==> src/rtl/mixer_pkg.sv <==
package mixer_pkg;
  localparam int DATA_W = 24;
  localparam int OUT_W  = 36;
  localparam int VOL_W  = 4;
  localparam int MODE_W = 3;
  // mode bit positions decoded by the selector
  localparam int MODE_LP = 0;
  localparam int MODE_BP = 1;
  localparam int MODE_HP = 2;
  // fixed mixer offset, truncating divide then arithmetic shift: -454
  localparam int MIX_DC = (-4095 * 255 / 18) >>> 7;
endpackage

==> src/rtl/filt_tap_sel.sv <==
module filt_tap_sel
  import mixer_pkg::*;
#(
  parameter int IN_W  = DATA_W,
  parameter int SUM_W = IN_W + 2
) (
  input  logic                    en_i,
  input  logic [MODE_W-1:0]       mode_i,
  input  logic signed [IN_W-1:0]  hp_i,
  input  logic signed [IN_W-1:0]  bp_i,
  input  logic signed [IN_W-1:0]  lp_i,
  output logic signed [SUM_W-1:0] sum_o
);
  logic signed [SUM_W-1:0] tap [MODE_W];

  assign tap[MODE_LP] = SUM_W'(lp_i);
  assign tap[MODE_BP] = SUM_W'(bp_i);
  assign tap[MODE_HP] = SUM_W'(hp_i);

  always_comb begin
    sum_o = '0;
    for (int i = 0; i < MODE_W; i++)
      if (en_i && mode_i[i]) sum_o = sum_o + tap[i];
  end
endmodule

==> src/rtl/mix_scale.sv <==
module mix_scale
  import mixer_pkg::*;
#(
  parameter int IN_W   = DATA_W,
  parameter int FILT_W = IN_W + 2,
  parameter int OW     = OUT_W,
  parameter int TOT_W  = FILT_W + 1,
  parameter int PROD_W = TOT_W + VOL_W + 1
) (
  input  logic signed [IN_W-1:0]   bypass_i,
  input  logic signed [FILT_W-1:0] filt_i,
  input  logic [VOL_W-1:0]         vol_i,
  output logic signed [OW-1:0]     prod_o
);
  logic signed [TOT_W-1:0]  tot;
  logic signed [PROD_W-1:0] prod;
  logic signed [VOL_W:0]    vol_s;

  assign tot   = TOT_W'(bypass_i) + TOT_W'(filt_i) + TOT_W'(MIX_DC);
  assign vol_s = $signed({1'b0, vol_i});
  assign prod  = PROD_W'(tot) * PROD_W'(vol_s);
  assign prod_o = OW'(prod);

  initial begin
    // product must fit the output width
    prod_width_chk: assert (OW >= PROD_W);
  end
endmodule

==> src/rtl/filt_out_mixer.sv <==
module filt_out_mixer
  import mixer_pkg::*;
(
  input  logic                     clk_i,
  input  logic                     rst_ni,
  input  logic                     strobe_i,
  input  logic                     filt_en_i,
  input  logic [MODE_W-1:0]        mode_i,
  input  logic [VOL_W-1:0]         vol_i,
  input  logic signed [DATA_W-1:0] hp_i,
  input  logic signed [DATA_W-1:0] bp_i,
  input  logic signed [DATA_W-1:0] lp_i,
  input  logic signed [DATA_W-1:0] bypass_i,
  output logic signed [OUT_W-1:0]  sample_o
);
  localparam int FILT_W = DATA_W + 2;

  logic signed [FILT_W-1:0] filt_sum;
  logic signed [OUT_W-1:0]  mix_val;

  filt_tap_sel #(.IN_W(DATA_W), .SUM_W(FILT_W)) u_sel (
    .en_i   (filt_en_i),
    .mode_i (mode_i),
    .hp_i   (hp_i),
    .bp_i   (bp_i),
    .lp_i   (lp_i),
    .sum_o  (filt_sum)
  );

  mix_scale #(.IN_W(DATA_W), .FILT_W(FILT_W), .OW(OUT_W)) u_scale (
    .bypass_i (bypass_i),
    .filt_i   (filt_sum),
    .vol_i    (vol_i),
    .prod_o   (mix_val)
  );

  always_ff @(posedge clk_i or negedge rst_ni) begin
    if (!rst_ni)       sample_o <= '0;
    else if (strobe_i) sample_o <= mix_val;
  end


  hold_chk: assert property (@(posedge clk_i) disable iff (!rst_ni)
    !strobe_i |=> $stable(sample_o));


  mute_chk: assert property (@(posedge clk_i) disable iff (!rst_ni)
    (strobe_i && vol_i == '0) |=> sample_o == '0);


  bypass_only_chk: assert property (@(posedge clk_i) disable iff (!rst_ni)
    (strobe_i && !filt_en_i) |=>
      longint'(sample_o) == (longint'($past(bypass_i)) - 454) * longint'($past(vol_i)));


  mode_zero_chk: assert property (@(posedge clk_i) disable iff (!rst_ni)
    (strobe_i && mode_i == '0 && vol_i == 4'd1) |=>
      longint'(sample_o) == longint'($past(bypass_i)) - 454);
endmodule

==> config.mk <==
export PLATFORM = sky130hd
export DESIGN_NAME = filt_out_mixer
export DESIGN_NICKNAME = d
export VERILOG_FILES = /design/src/rtl/mixer_pkg.sv /design/src/rtl/filt_tap_sel.sv /design/src/rtl/mix_scale.sv /design/src/rtl/filt_out_mixer.sv
export SDC_FILE = /design/constraint.sdc
export NUM_CORES = 1
export LEC_CHECK = 0
export ABC_CLOCK_PERIOD_IN_PS = 1670
export CAP_MARGIN = 25
export CORE_MARGIN = 1.5
export CORE_UTILIZATION = 32
export CTS_BUF_LIST = sky130_fd_sc_hd__clkbuf_16
export DETAILED_ROUTE_END_ITERATION = 16
export DONT_BUFFER_PORTS = 1
export SKIP_LAST_GASP = 1
export SLEW_MARGIN = 20
export SYNTH_ARGS = -nofsm -noshare
export SYNTH_HDL_FRONTEND = slang
export SYNTH_SLANG_ARGS = --single-unit
==> constraint.sdc <==
create_clock -name clk_i -period 1.67 [get_ports clk_i]
set_input_delay 0.167 -clock clk_i [delete_from_list [all_inputs] [get_ports clk_i]]
set_output_delay 0.167 -clock clk_i [all_outputs]
set_load 0.01 [all_outputs]
==> reports/metrics.cfg <==
[final_layout]
final_cell_mix=362 x buf_4, 187 x inv_1, 104 x ha_1
final_common_cell=buf_4
final_util=0.494
top_register=sample_o
nets=2002
drive_gt1_frac=0.408
area_growth_pct=52.3
fillers=2931
reg_top3=sample_o x32
largest_reg_flops=32

[yosys]
synth_top_cell_by_area=ha_1
ys_seq_elements=32
synth_top_family_by_area=adder cells
synth_area_sq_um=10200
synthAdderAreaFrac=0.313
synth_area_leaders=ha_1 20%, fa_1 11%, inv_1 7.9%
synth.net_count=1644
yosysSeqAreaShare=0.0787
synth.distinct_cells=75
async_reset_ff_frac=1.00
synth-simple-area-share=0.180
synthMuxAreaShare=0.0389
netlist.area_leader.share=0.196
synth_warnings=0
synth_cells=1321
synth_edf_count=0
syn_area_per_cell_sq_um=7.70
synth_xor_area_frac=0.0857
synth_ff_type=dfrtp_1
synth_compound_area_frac=0.206

[timing]
hold_slack_ps=23.1
relSlewSlack=0.668
hold_viol=0
setup_ws_ps=-7260
fin_crit_sh=5.35
rsz0062_at_grt=yes
worst-slew-pin-transition_ps=497
finalCriticalPeriod_ps=8930
maxSlewViolCount=0
setup_tns_ps=-174530
fmax_ghz=0.112
setup_viol=32
skew_ps=0

[placement]
gp_congestion=0.911
dp_hpwl_mm=24.4
numPortBuffers=0

[clocking]
cts_root_buf=clkbuf_16
cts.sinks=32
htree_levels=2
clockBufferDepth=2
clk_latency_ps=280
cts.clk_slew.worst_paths_ps=50
cts_tree=yes
tritoncts.num_buffers=5

[outcome]
violations=setup timing
status=complete, but fails checks

[floorplan]
die_w_microns=181
core_sq_um=31400
rows=65
die_y_microns=181
start_util=0.324
fp.dieArea_sq_um=32900
io-pin-count=143

[global_routing]
grt_max_degree=37
gr-usage-all-layers=0.177
antenna_found_initial=3
grt-ovfl-total=0
grt_pass1_vias=10200
grt_pass1_wl_mm=48.7

[pwr]
p_leak_nw=7.68
power_density_nw_per_um2=2210
max-vdd-ir-drop_uv=1760

[worst_setup_path]
endpoint_kind=flip-flop
slowest_delay_ps=580
cp.arrival_ps=9140
setup.worst_path.start=mode_i[0]
slowest_stage=fa_1
cp_max_fo=23
cp-start-kind=input pin
crit_required_ps=1880
r2r-start=sample_o[30]$_DFFE_PN0P_
worstSetupPathType=in2reg

[drt]
wire_per_inst_microns=14.3
via_per_inst=4.89
drc_errors=0
drtPass1Iterations=4
ant_nets=0
dr_total_vias=10200
wl_mm=29.8
drt-initial-drc-count=332

[flow_run]
max-cap-violations=0

[hold_path]
worstHoldPathType=in2reg
min_from=vol_i[0]

-- stage by stage --
step / area [sq um] / std cells / setup WS (ps) / total power [mW]
finish: 15500 / 2084 / -7260 / 34.3
global placement: 13800 / 2019 / -7500 / 27.2
global route: 15500 / 2083 / -7840 / 37.6
detailed placement: 13800 / 2019 / -7700 / 27.6
CTS: 14800 / 2063 / -7130 / 31.2
floorplan: 11000 / 1321 / -7400 / 19.3
-- where the power goes --
part	switching (mW)	leakage [nW]	internal (mW)
registers	0.479	0.377	1.30
clock network	0.330	0.0635	0.545
logic	14.1	7.24	17.5
total	14.9	7.68	19.4
-- kinds of logic after synthesis --
kind of cell | count (synthesis)
XOR/XNOR | 98
adder cells (fa/ha/maj) | 221
flip-flops | 32
buffers and inverters | 258
AND/OR/NAND/NOR | 358
AO/OA/AOI/OAI | 318
multiplexers | 36
-- cell type report --
cell class                      instances  area [sq um]  area share
Antenna cell                            2          5.00    0.000323
Clock buffer                            5           125     0.00807
Clock inverter                          3          18.8     0.00121
Inverter                              214           808      0.0522
Multi-Input combinational cell       1031         10100       0.654
Sequential cell                        32           801      0.0517
Tap cell                              402           503      0.0325
Timing Repair Buffer                  395          3100       0.200
-- worst max-delay path, delay by kind of cell --
kind | cells | cell delay, ps
AOI/OAI and AO/OA | 21 | 3650
adders and majority gates | 9 | 2870
and+or+nand+nor | 7 | 920
buffers and inverters | 8 | 740
xor gates and xnor gates | 4 | 680
muxes | 1 | 110
-- repair_timing --
action / 4_1_cts / 5_1_grt
resized for setup: 105 / 109
endpoints found under the setup margin: 32 / 32
setup buffers: 36 / 25
cloned: 0 / 0
pin swaps: 100 / 80
hold buffers: 3 / 0
endpoints found under the hold margin: 37 / 0
-- path summary, 6_finish.rpt --
check | end | slack [ps] | depth (start not counted)
hold / removal | sample_o[0]$_DFFE_PN0P_ | 20 | 2
max in group asynchronous | sample_o[21]$_DFFE_PN0P_ | 1160 | 2
setup / recovery | sample_o[31]$_DFFE_PN0P_ | -7260 | 50
min in group asynchronous | sample_o[0]$_DFFE_PN0P_ | 330 | 2
hold reg to reg | sample_o[0]$_DFFE_PN0P_ | 560 | 2
setup reg to reg | sample_o[30]$_DFFE_PN0P_ | 630 | 3
-- synth_stat cells (28+ instances only) --
cell type and n:
dfrtp_1 32, xnor2_1 56, inv_1 214, xor2_1 41, a21o_1 41, and2_1 73, clkbuf_1 29, a21oi_1 87
o21ai_0 51, ha_1 159, fa_1 57, nand2_1 98, nor2_1 57, mux2_2 28
-- routing by layer --
layer  GRT usage  wire length (microns)
met1       0.219                  13300
met2       0.320                  14400
met3      0.0312                   1530
met4      0.0360                    572
met5           0                     13
Note: power is estimated with default switching activity, not from simulation.
